### config.mk
export PLATFORM = sky130hd
export DESIGN_NAME = qspi_csr_front
export DESIGN_NICKNAME = d
export VERILOG_FILES = /design/src/rtl/qspi_csr_pkg.sv /design/src/rtl/qspi_byte_fifo.sv /design/src/rtl/qspi_evt_status.sv /design/src/rtl/qspi_csr_front.sv
export SDC_FILE = /design/constraint.sdc
export NUM_CORES = 1
export LEC_CHECK = 0
export ABC_AREA = 1
export BUFFER_PORTS_ARGS = -buffer_cell sky130_fd_sc_hd__clkbuf_2
export CAP_MARGIN = 40
export CORE_MARGIN = 1
export CORE_UTILIZATION = 35
export CTS_BUF_LIST = sky130_fd_sc_hd__clkbuf_8
export DETAILED_ROUTE_END_ITERATION = 8
export PLACE_DENSITY = 0.53
export SLEW_MARGIN = 15
export SYNTH_ARGS = -nofsm -noshare
export SYNTH_HDL_FRONTEND = slang
export SYNTH_SLANG_ARGS = --single-unit
### constraint.sdc
create_clock -name clk_i -period 4.85 [get_ports clk_i]
set_clock_uncertainty 0.05 [all_clocks]
set_input_delay 0.2425 -clock clk_i [delete_from_list [all_inputs] [get_ports clk_i]]
set_output_delay 0.2425 -clock clk_i [all_outputs]
set_load 0.03 [all_outputs]
### src/rtl/qspi_csr_pkg.sv
package qspi_csr_pkg;
  localparam int unsigned OFS_CTRL   = 'h00;
  localparam int unsigned OFS_FRAMES = 'h04;
  localparam int unsigned OFS_MASK   = 'h0C;
  localparam int unsigned OFS_STAT   = 'h10;
  localparam int unsigned OFS_RXB    = 'h40;
  localparam int unsigned OFS_TXB    = 'h44;
  localparam int unsigned OFS_RXW    = 'h48;
  localparam int unsigned OFS_TXW    = 'h4C;
  localparam int unsigned OFS_UPPER  = 'h50;

  localparam int unsigned CTRL_WIDE_BIT = 16;
  localparam int unsigned CMD_LSB  = 16;
  localparam int unsigned CMD_MSB  = 24;
  localparam int unsigned IDLE_LSB = 26;
  localparam int unsigned IDLE_MSB = 29;
  localparam int unsigned EVT_W    = 3;
  localparam int unsigned MASK_W   = 6;
  localparam int unsigned STAT_W   = 9;
endpackage

### src/rtl/qspi_byte_fifo.sv
module qspi_byte_fifo #(
  parameter int unsigned DEPTH = 16,
  parameter int unsigned LANES = 4,
  localparam int unsigned PW = $clog2(DEPTH),
  localparam int unsigned CW = PW + 1,
  localparam int unsigned NW = $clog2(LANES + 1)
) (
  input  logic               clk_i,
  input  logic               rst_ni,
  input  logic [NW-1:0]      push_n_i,
  input  logic [8*LANES-1:0] push_data_i,
  input  logic [NW-1:0]      pop_n_i,
  output logic [8*LANES-1:0] head_o,
  output logic [CW-1:0]      count_o
);
  logic [7:0]    mem [DEPTH];
  logic [PW-1:0] wr_ptr, rd_ptr;

  always_ff @(posedge clk_i) begin
    for (int k = 0; k < int'(LANES); k++) begin
      if (k < int'(push_n_i)) mem[wr_ptr + PW'(k)] <= push_data_i[8*k +: 8];
    end
  end

  for (genvar k = 0; k < LANES; k++) begin : g_head
    assign head_o[8*k +: 8] = mem[rd_ptr + PW'(k)];
  end

  always_ff @(posedge clk_i or negedge rst_ni) begin
    if (!rst_ni) begin
      wr_ptr  <= '0;
      rd_ptr  <= '0;
      count_o <= '0;
    end else begin
      wr_ptr  <= wr_ptr + PW'(push_n_i);
      rd_ptr  <= rd_ptr + PW'(pop_n_i);
      count_o <= count_o + CW'(push_n_i) - CW'(pop_n_i);
    end
  end

  // callers must gate by fill level
  assert_push_fits_R3: assert property (@(posedge clk_i) disable iff (!rst_ni)
    (push_n_i != '0) |-> (CW'(push_n_i) <= CW'(DEPTH) - count_o));
  assert_pop_held_R6: assert property (@(posedge clk_i) disable iff (!rst_ni)
    (pop_n_i != '0) |-> (CW'(pop_n_i) <= count_o));
endmodule

### src/rtl/qspi_evt_status.sv
module qspi_evt_status
  import qspi_csr_pkg::*;
(
  input  logic              clk_i,
  input  logic              rst_ni,
  input  logic [EVT_W-1:0]  clr_i,
  input  logic              tx_done_i,
  input  logic              rx_last_in_i,
  input  logic              rx_held_i,
  input  logic              tx_full_i,
  input  logic              rx_empty_i,
  input  logic              ready_i,
  input  logic              wide_i,
  input  logic [MASK_W-1:0] mask_i,
  output logic [STAT_W-1:0] status_o,
  output logic              irq_o
);
  logic [EVT_W-1:0] evt_q, evt_set;

  assign evt_set = {rx_held_i, rx_last_in_i, tx_done_i};

  always_ff @(posedge clk_i or negedge rst_ni) begin
    if (!rst_ni) evt_q <= '0;
    else         evt_q <= (evt_q & ~clr_i) | evt_set;
  end

  assign status_o = {wide_i, ready_i, 1'b0, tx_full_i, rx_empty_i, ~tx_full_i, evt_q};
  assign irq_o    = |(status_o[MASK_W-1:0] & mask_i);

  assert_sticky_R8: assert property (@(posedge clk_i) disable iff (!rst_ni)
    (evt_q[0] && !clr_i[0]) |=> evt_q[0]);
  assert_w1c_R8: assert property (@(posedge clk_i) disable iff (!rst_ni)
    (clr_i[0] && !tx_done_i) |=> !status_o[0]);
  assert_rx_avail_R8: assert property (@(posedge clk_i) disable iff (!rst_ni)
    !rx_empty_i |=> status_o[2]);
endmodule

### src/rtl/qspi_csr_front.sv
module qspi_csr_front
  import qspi_csr_pkg::*;
#(
  parameter int unsigned FIFO_DEPTH = 16,
  parameter int unsigned BUS_W      = 32,
  parameter int unsigned ADDR_W     = 8,
  localparam int unsigned LANES = BUS_W / 8,
  localparam int unsigned CW    = $clog2(FIFO_DEPTH) + 1,
  localparam int unsigned NW    = $clog2(LANES + 1),
  localparam int unsigned HALF  = BUS_W / 2
) (
  input  logic              clk_i,
  input  logic              rst_ni,
  input  logic              req_i,
  input  logic              we_i,
  input  logic [ADDR_W-1:0] addr_i,
  input  logic [BUS_W-1:0]  wdata_i,
  output logic [BUS_W-1:0]  rdata_o,
  output logic [BUS_W-1:0]  ctrl_o,
  output logic [BUS_W-1:0]  total_bytes_o,
  output logic [8:0]        cmd_bytes_o,
  output logic [3:0]        idle_cycles_o,
  output logic [2:0]        frame_flags_o,
  output logic              frame_start_o,
  input  logic              frame_done_i,
  output logic [7:0]        tx_data_o,
  output logic              tx_valid_o,
  input  logic              tx_ready_i,
  input  logic              tx_done_i,
  input  logic [7:0]        rx_data_i,
  input  logic              rx_valid_i,
  input  logic              rx_last_i,
  output logic              irq_o
);
  logic [BUS_W-1:0]  ctrl_q, frames_q;
  logic [HALF-1:0]   upper_q;
  logic [MASK_W-1:0] mask_q;
  logic              ready_q, start_q;

  logic wr, rd, wide;
  assign wr   = req_i & we_i;
  assign rd   = req_i & ~we_i;
  assign wide = ctrl_q[CTRL_WIDE_BIT];

  function automatic logic at(input logic [ADDR_W-1:0] a, input int unsigned ofs);
    return a == ADDR_W'(ofs);
  endfunction

  logic frm_wr;
  assign frm_wr = wr && at(addr_i, OFS_FRAMES);

  // ---------------- FIFOs ----------------
  logic [CW-1:0]    tx_cnt, rx_cnt;
  logic [NW-1:0]    tx_push, tx_pop, rx_push, rx_pop;
  logic [BUS_W-1:0] tx_head, rx_head;
  logic             tx_full, rx_full, rx_take;

  assign tx_full = tx_cnt == CW'(FIFO_DEPTH);
  assign rx_full = rx_cnt == CW'(FIFO_DEPTH);
  assign rx_take = rx_valid_i && !rx_full;

  always_comb begin
    tx_push = '0;
    if (wr && at(addr_i, OFS_TXB) && !tx_full)
      tx_push = NW'(1);
    else if (wr && at(addr_i, OFS_TXW) && wide &&
             (CW'(FIFO_DEPTH) - tx_cnt) >= CW'(LANES))
      tx_push = NW'(LANES);
  end
  assign tx_pop  = (tx_ready_i && tx_cnt != '0) ? NW'(1) : '0;
  assign rx_push = rx_take ? NW'(1) : '0;

  always_comb begin
    rx_pop = '0;
    if (rd && at(addr_i, OFS_RXB) && rx_cnt != '0)
      rx_pop = NW'(1);
    else if (rd && at(addr_i, OFS_RXW) && wide && rx_cnt >= CW'(LANES))
      rx_pop = NW'(LANES);
  end

  qspi_byte_fifo #(.DEPTH(FIFO_DEPTH), .LANES(LANES)) u_tx_fifo (
    .clk_i, .rst_ni, .push_n_i(tx_push), .push_data_i(wdata_i),
    .pop_n_i(tx_pop), .head_o(tx_head), .count_o(tx_cnt)
  );

  qspi_byte_fifo #(.DEPTH(FIFO_DEPTH), .LANES(LANES)) u_rx_fifo (
    .clk_i, .rst_ni, .push_n_i(rx_push), .push_data_i({{(BUS_W-8){1'b0}}, rx_data_i}),
    .pop_n_i(rx_pop), .head_o(rx_head), .count_o(rx_cnt)
  );

  logic unused_tx_hi;
  assign unused_tx_hi = ^tx_head[BUS_W-1:8];

  assign tx_data_o  = tx_head[7:0];
  assign tx_valid_o = tx_cnt != '0;

  // ---------------- registers ----------------
  always_ff @(posedge clk_i or negedge rst_ni) begin
    if (!rst_ni) begin
      ctrl_q   <= '0;
      frames_q <= '0;
      upper_q  <= '0;
      mask_q   <= '0;
      ready_q  <= 1'b1;
      start_q  <= 1'b0;
    end else begin
      if (wr && at(addr_i, OFS_CTRL))  ctrl_q  <= wdata_i;
      if (frm_wr)                      frames_q <= wdata_i;
      if (wr && at(addr_i, OFS_UPPER)) upper_q <= wdata_i[BUS_W-1:HALF];
      if (wr && at(addr_i, OFS_MASK))  mask_q  <= wdata_i[MASK_W-1:0];
      start_q <= frm_wr;
      if (frm_wr)            ready_q <= 1'b0;
      else if (frame_done_i) ready_q <= 1'b1;
    end
  end

  // ---------------- status / interrupt ----------------
  logic [EVT_W-1:0]  clr;
  logic [STAT_W-1:0] status;

  assign clr = (wr && at(addr_i, OFS_STAT)) ? wdata_i[EVT_W-1:0] : '0;

  qspi_evt_status u_status (
    .clk_i, .rst_ni, .clr_i(clr), .tx_done_i,
    .rx_last_in_i(rx_take && rx_last_i), .rx_held_i(rx_cnt != '0),
    .tx_full_i(tx_full), .rx_empty_i(rx_cnt == '0), .ready_i(ready_q),
    .wide_i(wide), .mask_i(mask_q), .status_o(status), .irq_o
  );

  // ---------------- read mux ----------------
  always_comb begin
    rdata_o = '0;
    if (rd) begin
      if (at(addr_i, OFS_CTRL))   rdata_o = ctrl_q;
      if (at(addr_i, OFS_FRAMES)) rdata_o = frames_q;
      if (at(addr_i, OFS_MASK))   rdata_o = BUS_W'(mask_q);
      if (at(addr_i, OFS_STAT))   rdata_o = BUS_W'(status);
      if (at(addr_i, OFS_UPPER))  rdata_o = {upper_q, {HALF{1'b0}}};
      if (at(addr_i, OFS_RXB) && rx_cnt != '0)
        rdata_o = BUS_W'(rx_head[7:0]);
      if (at(addr_i, OFS_RXW) && wide && rx_cnt >= CW'(LANES))
        rdata_o = rx_head;
    end
  end

  assign ctrl_o        = ctrl_q;
  assign total_bytes_o = {upper_q, frames_q[HALF-1:0]};
  assign cmd_bytes_o   = frames_q[CMD_MSB:CMD_LSB];
  assign idle_cycles_o = frames_q[IDLE_MSB:IDLE_LSB];
  assign frame_flags_o = {frames_q[31], frames_q[30], frames_q[25]};
  assign frame_start_o = start_q;

  assert_frame_busy_R9: assert property (@(posedge clk_i) disable iff (!rst_ni)
    frm_wr |=> (frame_start_o && !ready_q));
  assert_done_ready_R9: assert property (@(posedge clk_i) disable iff (!rst_ni)
    (frame_done_i && !frm_wr) |=> ready_q);
  assert_rx_drop_R11: assert property (@(posedge clk_i) disable iff (!rst_ni)
    (rx_full && rx_valid_i && rx_pop == '0) |=> rx_full);
endmodule

-- Word-level counts from Yosys, hierarchy flattened
Memory sizes are Yosys's and may differ from the RTL's.
Index checks and enable logic that the tools add are counted.
- register bits: 117
- RAM bits: 256
- output and inout bits: 123
- memories kept: 2
- memories (name ; words ; width ; rd ports ; clocked after Yosys merged registers in ; write ports ; RTL line ; source):
    u_rx_fifo.mem ; 16 ; 8 ; 4 ; 0 ; 1 ; qspi_byte_fifo.sv:16 ; logic [7:0] mem [DEPTH];
    u_tx_fifo.mem ; 16 ; 8 ; 1 ; 0 ; 4 ; qspi_byte_fifo.sv:16 ;
- add/subtract/negate cells: 18
- order comparisons: 10
- equality and inequality tests: 10
- mux-type cells: 42
- bitwise gates (word level): 8
- reductions and logical operators: 32
- operators with widths (operator ; number):
    2-to-1 mux 32 bit ; 8
    == test 8 x 7 -> 1 bit, second input constant ; 5
    adder 4 x 2 -> 4 bit, second input constant ; 6
    2-to-1 mux 8 bit ; 3
    OR reduction 8 bit ; 3
    2-to-1 mux 1 bit ; 23
    logical AND 1 bit ; 21
    2-to-1 mux 3 bit ; 5
    adder 4 x 1 -> 4 bit, second input constant ; 3
    2-to-1 mux 4 bit ; 3
    == test 5 bit, second input constant ; 2
    >= comparator 5 x 3 -> 1 bit, second input constant ; 2
    nonzero test 5 bit ; 2
    adder 4 x 1 -> 4 bit ; 2
    adder 4 x 3 -> 4 bit ; 2
    == test 8 x 3 -> 1 bit, second input constant ; 1
    == test 8 x 4 -> 1 bit, second input constant ; 1
    == test 8 x 5 -> 1 bit, second input constant ; 1
    zero test 8 bit ; 1
    bitwise AND 6 bit ; 1
    less-than comparator 1 x 3 -> 1 bit, first input constant ; 2
    less-than comparator 2 x 3 -> 1 bit, first input constant ; 2
    OR reduction 6 bit ; 1
    adder 5 x 1 -> 5 bit ; 1
    14 further kinds ; 19

-- Logic depth before layout (Yosys ltp)
Gate-level depths: netlist of the first run.
- depth after elaboration: 11
- mapped depth: 15
- gate-level depth less buffers: 14

-- Cells and area by module
From an unflattened synthesis of the first run, not the netlist that was laid out.
- cells, all modules: 5285
- area total of the unflattened synthesis: 33216.9 um^2
- by module, submodules not included (module ; instances ; cells each ; area an instance (um^2) ; seq. area each (um^2)):
    qspi_byte_fifo (u_rx_fifo) ; 1 ; 2282 ; 14061.0 ; 4169.0
    qspi_byte_fifo (u_tx_fifo) ; 1 ; 2316 ; 13975.9 ; 4169.0
    qspi_csr_front ; 1 ; 660 ; 4982.3 ; 2203.4
    qspi_evt_status ; 1 ; 27 ; 197.7 ; 75.1

-- Least setup slack after synthesis of the first run
No wires, ideal clock.
- kind: flip-flop to output port
- start point: reg u_rx_fifo.rd_ptr[0]
- end point: out rdata_o[9]
- data arrival time: 2.694 ns
- data required time: 4.558 ns
- setup slack: 1.863 ns
- stages on the path, launching flop included: 12
- buffers on the path: 5
- cells stage by stage: dfrtp_1 -> buf_2 -> clkinv_1 -> buf_2 -> clkbuf_1 -> ha_1 -> clkbuf_1 -> buf_1 -> o21ai_0 -> a21oi_1 -> nor2_1 -> a21oi_1
- cells in the longest elaborated chain, start to end: 4
- RTL lines (what ; RTL line ; source):
    from (decl) ; qspi_byte_fifo.sv:17 ; logic [PW-1:0] wr_ptr, rd_ptr;
    from (signal assigned) ; qspi_byte_fifo.sv:36 ; rd_ptr <= rd_ptr + PW'(pop_n_i);
    adder 4 x 1 -> 4 bit ; qspi_byte_fifo.sv:26 ; assign head_o[8*k +: 8] = mem[rd_ptr + PW'(k)];
    memory read (16 x 8 bit) ; - ;
    2-to-1 mux 32 bit ; qspi_csr_front.sv:141 ; if (at(addr_i, OFS_RXW) && wide && rx_cnt >= CW'(LANES))
    2-to-1 mux 32 bit ; qspi_csr_front.sv:133 ; if (rd) begin
    to (decl) ; qspi_csr_front.sv:18 ; output logic [BUS_W-1:0] rdata_o,
Every way passes these cells.

-- Worst setup path after layout of the first run
- start point: reg u_rx_fifo.rd_ptr[1]
- end point: out rdata_o[20]
- cells in the longest elaborated chain, start to end: 4
- RTL lines (what ; RTL line):
    adder 4 x 2 -> 4 bit ; qspi_byte_fifo.sv:26
    memory read (16 x 8 bit) ; -
    2-to-1 mux 32 bit ; qspi_csr_front.sv:141
    2-to-1 mux 32 bit ; qspi_csr_front.sv:133
Every way passes these cells.

==> metrics.md, run 1 <==
| Metric | Value |
|---|---|
| Final worst path period share | 93.5% |
| Vert. Die Dim | between 200 and 300 um |
| Wirelength per Cell | around 24 um |
| Status | finished clean |
| Max Clock Freq | 220 MHz |
| Detail Route Antenna Nets | 0 |
| Reg2reg path depth | 11 |
| Critical Path Source Type | register |
| Post-synthesis compound-gate area fraction | between 10% and 20% |
| RSZ-0062 raised after global routing | false |
| Mapped Area | roughly 25000 um2 |
| Sw Share | between 30% and 40% |
| Met3 Resource Use GR | under 10% |
| Peak VDD IR | 0.269 mV |
| GRT Max-Usage Layer | met1 |
| Top post-synthesis cells by area | edfxtp_1 31%, nand2_1 16%, dfrtp_1 12%, nand3_1 8.5%, o21ai_0 6.2% |
| Hold Fails Final Rpt | 0 |
| Global-route wire length before repair | 157 mm |
| Initial antenna violation count | 2 |
| Leak pwr | ~13 nW |
| Post-CTS Setup Bufs | 0 |
| Post-route DRC | 0 |
| Pwr dens | between 300 and 400 nW/um2 |
| Avg Inst Size Synth | ~7.3 um2 |
| Routing usage on met2 | around two fifths |
| Simple logic cell fraction of the synthesized area | 36.2% |
| Gate Count Post-Synth | between 3000 and 4000 |
| Met1 GRT Util | 44.1% |
| Vias per inst | ~5.7 |
| GRT Residual Overflow | 0 |
| Core Area | 70100 um2 |
| RD Place Congestion | 0.964 |
| Final WL | 108 mm |
| Vias in the first global route | ~23000 |
| Fin util | about two fifths |
| Vias post-DR | between 20000 and 30000 |
| Post-synth ARST share | 31.4% |
| Netlist cell types | 47 |
| Power consumption | around 9.9 mW |
| P_sw | around 3.7 mW |
| Setup crit start | u_rx_fifo.rd_ptr[1] |
| Worst path arrival time | about 4.2 ns |
| Clk_lat worst skew | between 0.7 and 0.8 ns |
| Starting density of the core | 35.4% |
| EDFF count, synth | ~260 |
| Area leader, netlist | edfxtp_1 |
| Clock sinks | around 370 |
| IO Pins | 180 |
| Number of placed cells counting well taps | about 4400 |
| Sequential share of power | a little under two fifths |
| TritonCTS clock tree | yes |
| PostCTS Resize Cnt | 0 |
| DP Area | 26900 um2 |
| Max clock buf depth | 3 |
| Global-route usage over all layers | between 20% and 30% |
| Row count | 97 |
| XOR/XNOR Fraction of Synth Area | 0.665% |
| Initial detailed-routing violation count | ~3600 |
| Yosys reg bits | 373 |
| Commonest non-fill, non-tap cells in the layout | 1087 x nand2_1, 424 x nand3_1, 325 x nor2_1 |
| Clk pwr share | around 32% |
| # setup viols final | 0 |
| CTS Buf Count | 72 |
| 1st-pass router iterations | 6 |
| Most used DFF post-synth | edfxtp_1 |
| Setup_tns | 0 ns |
| Yosys warns | 0 |
| Area Overhead vs Synth | 14.7% |
| Post-synthesis sequential area ratio | 42.7% |
| Die Span X | 268 um |
| Clk root buf | clkbuf_8 |
| Largest net degree at the start of global routing | between 80 and 90 |
| Worst hold path type | in2async |
| Port Buffers | approximately 180 |
| Gate power share | 29.3% |
| NumNets Final | around 3600 |
| Clock-pin slew on the worst setup and hold paths | ~0.06 ns |
| Die Area | around 72000 um2 |
| Max Cap Viol | 0 |
| Req. time, crit path | about 4.6 ns |
| Tmin final | between 4 and 5 ns |
| Commonest non-fill, non-tap cell in the layout | nand2_1 |
| Worst Setup End Kind | output port |
| Worst slew margin | 39.7% |
| Kind of critical path | reg2out |
| Post-Synth Adder-Cell Area | under 10% |
| Final HPWL DP | between 70 and 80 mm |
| Crit path max fanout | 32 |
| Synth top area share | 30.9% |
| H-tree levels | 3 |
| Largest family of logic cells by synthesized area | simple AND/OR/NAND/NOR gates |
| Worst Tran Pin Value | between 0.9 and 1 ns |
| Non-Filler Instances | approximately 4500 |
| Share of cells above drive strength 1 | about an eighth |
| Syn Nets | 3500 |
| Reg2reg start | ctrl_o[16] |
| Cell area after layout | about 29000 um2 |
| Int Pwr | around 6.1 mW |
| Max-slew violation count | 0 |
| Post-synthesis mux area share | 0% |
[stage by stage]
stage,hold WS (ns),setup WS [ns]
after global placement,0.374,1.04
after detailed placement,0.107,1.14
final,0.0459,0.313
after global routing,0.0613,0.151
after CTS,0.0133,0.430
after floorplan,-0.103,1.86
[synth_stat cells, types with 2 or more instances]
master and instances:
nand2_1 1088, nand3_1 424, nor2_1 327, o21ai_0 310
edfxtp_1 256, inv_1 176, clkbuf_1 152, dfrtp_1 116
a21oi_1 110, nand4_1 84, o211ai_1 45, ha_1 31
clkinv_1 30, buf_2 26, inv_2 20, o221ai_1 20
or2_2 17, buf_1 15, o22ai_1 15, nor3_4 14
xor2_1 14, a31oi_1 12, nand2_2 12, buf_4 11
nand3_2 11, nor3_1 11, nand4_2 8, nor2_4 8
nand4_4 7, nor2_2 6, o21ai_1 6, buf_6 4
xnor2_1 3, a31o_2 2, clkinv_2 2, fa_1 2
inv_4 2, nand2_4 2, nor2_8 2, nor3_2 2
[worst max-delay path: stages (launching register included)]
cell and delay, ns:
dfrtp_2 0.73, buf_4 0.42, inv_2 0.09, ha_1 0.29
buf_4 0.24, clkinv_1 0.56, a21oi_1 0.30, o21ai_0 0.14
nand3_1 0.23, nand3_1 0.21, nand3_1 0.14, inv_1 0.05
clkbuf_2 0.17
[power by group through the flow]
stage / Combinational [mW] / Clock, mW / Sequential [mW]
2_1_floorplan: 1.74 / 0 / 3.82
3_3_place_gp: 2.73 / 0 / 3.83
3_5_place_dp: 2.79 / 0 / 3.83
4_1_cts: 2.81 / 3.27 / 3.77
5_1_grt: 3.13 / 3.40 / 3.79
6_report: 2.89 / 3.20 / 3.77
[layout make-up]
| type | instances | area, um2 |
|---|---|---|
| fill | 7373 | 41600 |
| multi-input combinational | 2598 | 12500 |
| sequential | 373 | 10600 |
| timing repair buffer | 267 | 1910 |
| tap | 940 | 1180 |
| clock buffer | 80 | 1100 |
| inverter | 230 | 872 |
| clock inverter | 52 | 343 |
| antenna | 1 | 2.50 |
[path summary, 6_finish.rpt]
check                                       end  slack [ns]
max                                 rdata_o[20]        0.31
min                         u_tx_fifo.rd_ptr[3]        0.05
max reg2reg                 u_tx_fifo.mem[2][0]        0.96
min reg2reg                             ready_q        0.46
max in group asynchronous             mask_q[1]        3.84
min in group clk_i         u_rx_fifo.mem[13][2]        0.07
[sequential cells by signal, summed over array words and instances, names as in the netlist]
register / flops
u_rx_fifo.mem: 128
ready_q: 1
ctrl_o: 32
mask_q: 6
u_rx_fifo.rd_ptr: 4
u_tx_fifo.mem: 128
frames_q: 32
upper_q: 16
u_rx_fifo.wr_ptr: 4
u_tx_fifo.rd_ptr: 4
u_status.evt_q: 3
u_tx_fifo.wr_ptr: 4
frame_start_o: 1
u_tx_fifo.count_o: 5
u_rx_fifo.count_o: 5
[cells by family (layout without fill, tap and decap cells)]
| logic type | Yosys count | count (layout) |
|---|---|---|
| xor+xnor | 18 | 18 |
| flops | 373 | 373 |
| compound gates | 524 | 524 |
| simple gates | 2023 | 2023 |
| buf+inv | 439 | 629 |
| fa+ha+maj | 33 | 33 |
| other cells | 0 | 1 |
[repair_timing]
item	CTS	global route
hold buffers	11	1
endpoints found under the setup margin	0	0
hold endpoints to repair	96	3
[per-layer routing]
metal  part of all wire (%)  wire, um
met1                     44     47700
met2                     41     44100
met3                     12     13200
met4                    2.9      3120
met5                 0.0074         8
No activity file was read; power rests on OpenSTA's default activity.
==> inputs of run 2 (changes only) <==
CORE_ASPECT_RATIO = 1.75   (was unset)
clock period = 5.6 ns   (was 4.85 ns; I/O delays follow)
==> run 2 against run 1 <==
Die area barely moved. Sequential cell count did not move. Clock power fell by 26%. Sequential share of layout area rose by 0.54 points. Non-clock buffer count rose by 6. Global-route usage rose by 2.5 points.
==> metrics.md, run 2 (synthesis results as in run 1) <==
| Metric | Value |
|---|---|
| Status | finished clean (unchanged) |
| Multi-input gate area | 12500 um2 (about the same) |
| Worst hold path type | in2reg (was in2async) |
| Vias post-DR | 25200 (was 25800) |
| Initial detailed-routing violation count | 2273 (was 3569) |
| Peak VDD IR | 0.290 mV (was 0.269 mV) |
| Cell family with most CP delay | buffers and inverters (unchanged) |
| # setup viols final | 0 (unchanged) |
| Clock-pin slew on the worst setup and hold paths | 0.07 ns (was 0.06 ns) |
| Fill count | 7398 (was 7373) |
| NumNets Final | 3624 (was 3632) |
| Reg2reg start | ctrl_o[16] (unchanged) |
| Post-route DRC | 0 (unchanged) |
| Tmin final | 4.42 ns |
| CP Depth | 10 (was 12) |
| Leak pwr | 12.6 nW (was 12.8 nW) |
| Die Span X | 203 um (was 268 um) |
| Largest net degree at the start of global routing | 86 (was 85) |
| Reg-to-reg endpoint | u_tx_fifo.mem[14][6] (was u_tx_fifo.mem[2][0]) |
| Vias per inst | 5.60 (was 5.68) |
| Sequential share of power | 40.0% (was 38.3%) |
| Clock sinks | 373 (unchanged) |
| Detail Route Antenna Nets | 0 (unchanged) |
| Clk pwr share | 28.7% (was 32.4%) |
| Max Clock Freq | roughly 230 MHz |
| Final WL | 117 mm (was 108 mm) |
| Reg2reg path depth | 7 (was 11) |
| Sw Share | 39.6% (was 37.8%) |
| Die Area | 72100 um2 (was 72000 um2) |
| Global-route wire length before repair | 168 mm (was 157 mm) |
| RSZ-0062 raised after global routing | false (unchanged) |
| Wirelength per Cell | 26.1 um (was 23.8 um) |
| Worst Setup End Kind | output port (unchanged) |
| H-tree levels | 2 (was 3) |
| Critical Path Source Type | register (unchanged) |
| Commonest non-fill, non-tap cells in the layout | 1087 x nand2_1, 424 x nand3_1, 325 x nor2_1 (unchanged) |
| DP Area | 26900 um2 (about the same) |
| Req. time, crit path | 5.27 ns (was 4.56 ns) |
| Crit path max fanout | 28 (was 32) |
| Share of cells above drive strength 1 | 13.0% (was 13.4%) |
| Commonest non-fill, non-tap cell in the layout | nand2_1 (unchanged) |
| Worst path arrival time | 4.09 ns (was 4.24 ns) |
| Core Area | 69800 um2 (was 70100 um2) |
| Biggest registers after layout | u_rx_fifo.mem (128), u_tx_fifo.mem (128) (unchanged) |
| Clk root buf | clkbuf_8 (unchanged) |
| P_sw | 3.25 mW (was 3.72 mW) |
| PostCTS Resize Cnt | 0 (unchanged) |
| Worst Tran Pin Value | 0.987 ns (was 0.904 ns) |
| Global-route usage over all layers | 32.4% (was 29.9%) |
| 1st-pass router iterations | 6 (unchanged) |
| Delay of the slowest cell on the worst path | 0.78 ns (was 0.73 ns) |
| Max clock buf depth | 3 (unchanged) |
| RD Place Congestion | 0.992 (was 0.964) |
| Int Pwr | 4.96 mW (was 6.13 mW) |
| Clk_lat worst skew | 0.71 ns (about the same) |
| Setup crit start | u_rx_fifo.rd_ptr[1] (unchanged) |
| Area Overhead vs Synth | 13.1% (was 14.7%) |
| Cell area after layout | 28100 um2 (was 28500 um2) |
| Register area | 10600 um2 (unchanged) |
| Cell Chain, Critical Path | inv_2, ha_1, clkinv_1, nor2_1, o21ai_0, nand3_1, nand3_1, nand2_1, inv_1, clkbuf_2 (was buf_4, inv_2, ha_1, buf_4, clkinv_1, a21oi_1, o21ai_0, nand3_1, nand3_1, nand3_1, inv_1, clkbuf_2) |
| Setup_tns | 0 ns (unchanged) |
| Pwr dens | 292 nW/um2 (was 346 nW/um2) |
| Row count | 128 (was 97) |
| Crit path buf inv count | 4 (was 6) |
| Starting density of the core | 35.6% (was 35.4%) |
| Non-Filler Instances | 4494 (was 4541) |
| IO Pins | 180 (unchanged) |
| Max-slew violation count | 0 (unchanged) |
| Final HPWL DP | 87.3 mm (was 76.2 mm) |
| CTS Buf Count | 58 (was 72) |
| Number of placed cells counting well taps | 4375 (was 4392) |
| Gate power share | 31.3% (was 29.3%) |
| GRT Residual Overflow | 0 (unchanged) |
| TritonCTS clock tree | yes (unchanged) |
| Port Buffers | 179 (unchanged) |
| Hold_buf cts | 5 (was 11) |
| Vias in the first global route | 24500 (was 23200) |
| Kind of critical path | reg2out (unchanged) |
| Slowest cell on crit path | clkinv_1 (was dfrtp_2) |
| Cell repeated most along the worst path | nand3_1 (unchanged) |
| Post-CTS Setup Bufs | 0 (unchanged) |
| Reg-to-reg slack, setup | 1.98 ns (was 0.96 ns) |
| Final worst path period share | roughly 80% |
| Hold Fails Final Rpt | 0 (unchanged) |
| Critical Path Sink | rdata_o[23] (was rdata_o[20]) |
| Worst slew margin | 33.5% (was 39.7%) |
| Initial antenna violation count | 3 (was 2) |
| Vert. Die Dim | 354 um (was 268 um) |
| Fin util | 40.2% (was 40.6%) |
| Max Cap Viol | 0 (unchanged) |
run 2: routing by layer:
metal	up-vias	global-route usage (%)	part of all wire, %
li1	11700	-	-
met1	11700	32.9	33
met2	1241	58.2	51
met3	461	4.99	6.8
met4	2	26.2	9.3
met5	-	0	0.014
run 2: final cells by class:
cell class                      instances  area share (%)
Timing Repair Buffer                  273            6.59
Sequential cell                       373            37.8
Clock inverter                         46           0.935
Inverter                              230            3.10
Multi-Input combinational cell       2598            44.4
Tap cell                              910            4.05
Antenna cell                            1         0.00891
Clock buffer                           63            3.09
run 2: power by group through the flow:
| stage | clock network (mW) | registers [mW] | logic [mW] |
|---|---|---|---|
| floorplan | 0 | 3.31 | 1.51 |
| finish | 2.36 | 3.28 | 2.57 |
| CTS | 2.40 | 3.28 | 2.54 |
| detailed placement | 0 | 3.34 | 2.53 |
| global placement | 0 | 3.33 | 2.49 |
| global route | 2.49 | 3.30 | 2.74 |
run 2: worst register-to-register path, cell delays in order (launching register included):
cell and delay [ns]:
dfrtp_1 0.46, inv_2 0.07, nor2_1 0.23, nand3_2 0.16, nor2_8 0.57, buf_4 0.52, nand4_2 0.56, nand4_1 0.64
run 2: worst min path at each step:
stage                             from                   end  slack [ns]  cells past startpoint
after detailed placement        rst_ni         frame_start_o        0.34                      1
final                       tx_ready_i   u_tx_fifo.rd_ptr[0]        0.02                      4
after floorplan                 rst_ni             ctrl_o[0]       -0.07                      0
after CTS                   wdata_i[6]   u_tx_fifo.mem[6][6]       0.003                      5
after global routing      rx_data_i[4]  u_rx_fifo.mem[12][4]        0.05                      1
after global placement          rst_ni         frame_start_o        0.34                      1
run 2: through the flow:
step                hold WS, ns  setup slack, ns  power, mW
finish                   0.0244             1.18       8.21
global route             0.0473            0.997       8.53
CTS                     0.00263             1.23       8.21
detailed placement        0.345             1.99       5.86
global placement          0.340             1.86       5.82
floorplan               -0.0656             2.58       4.82
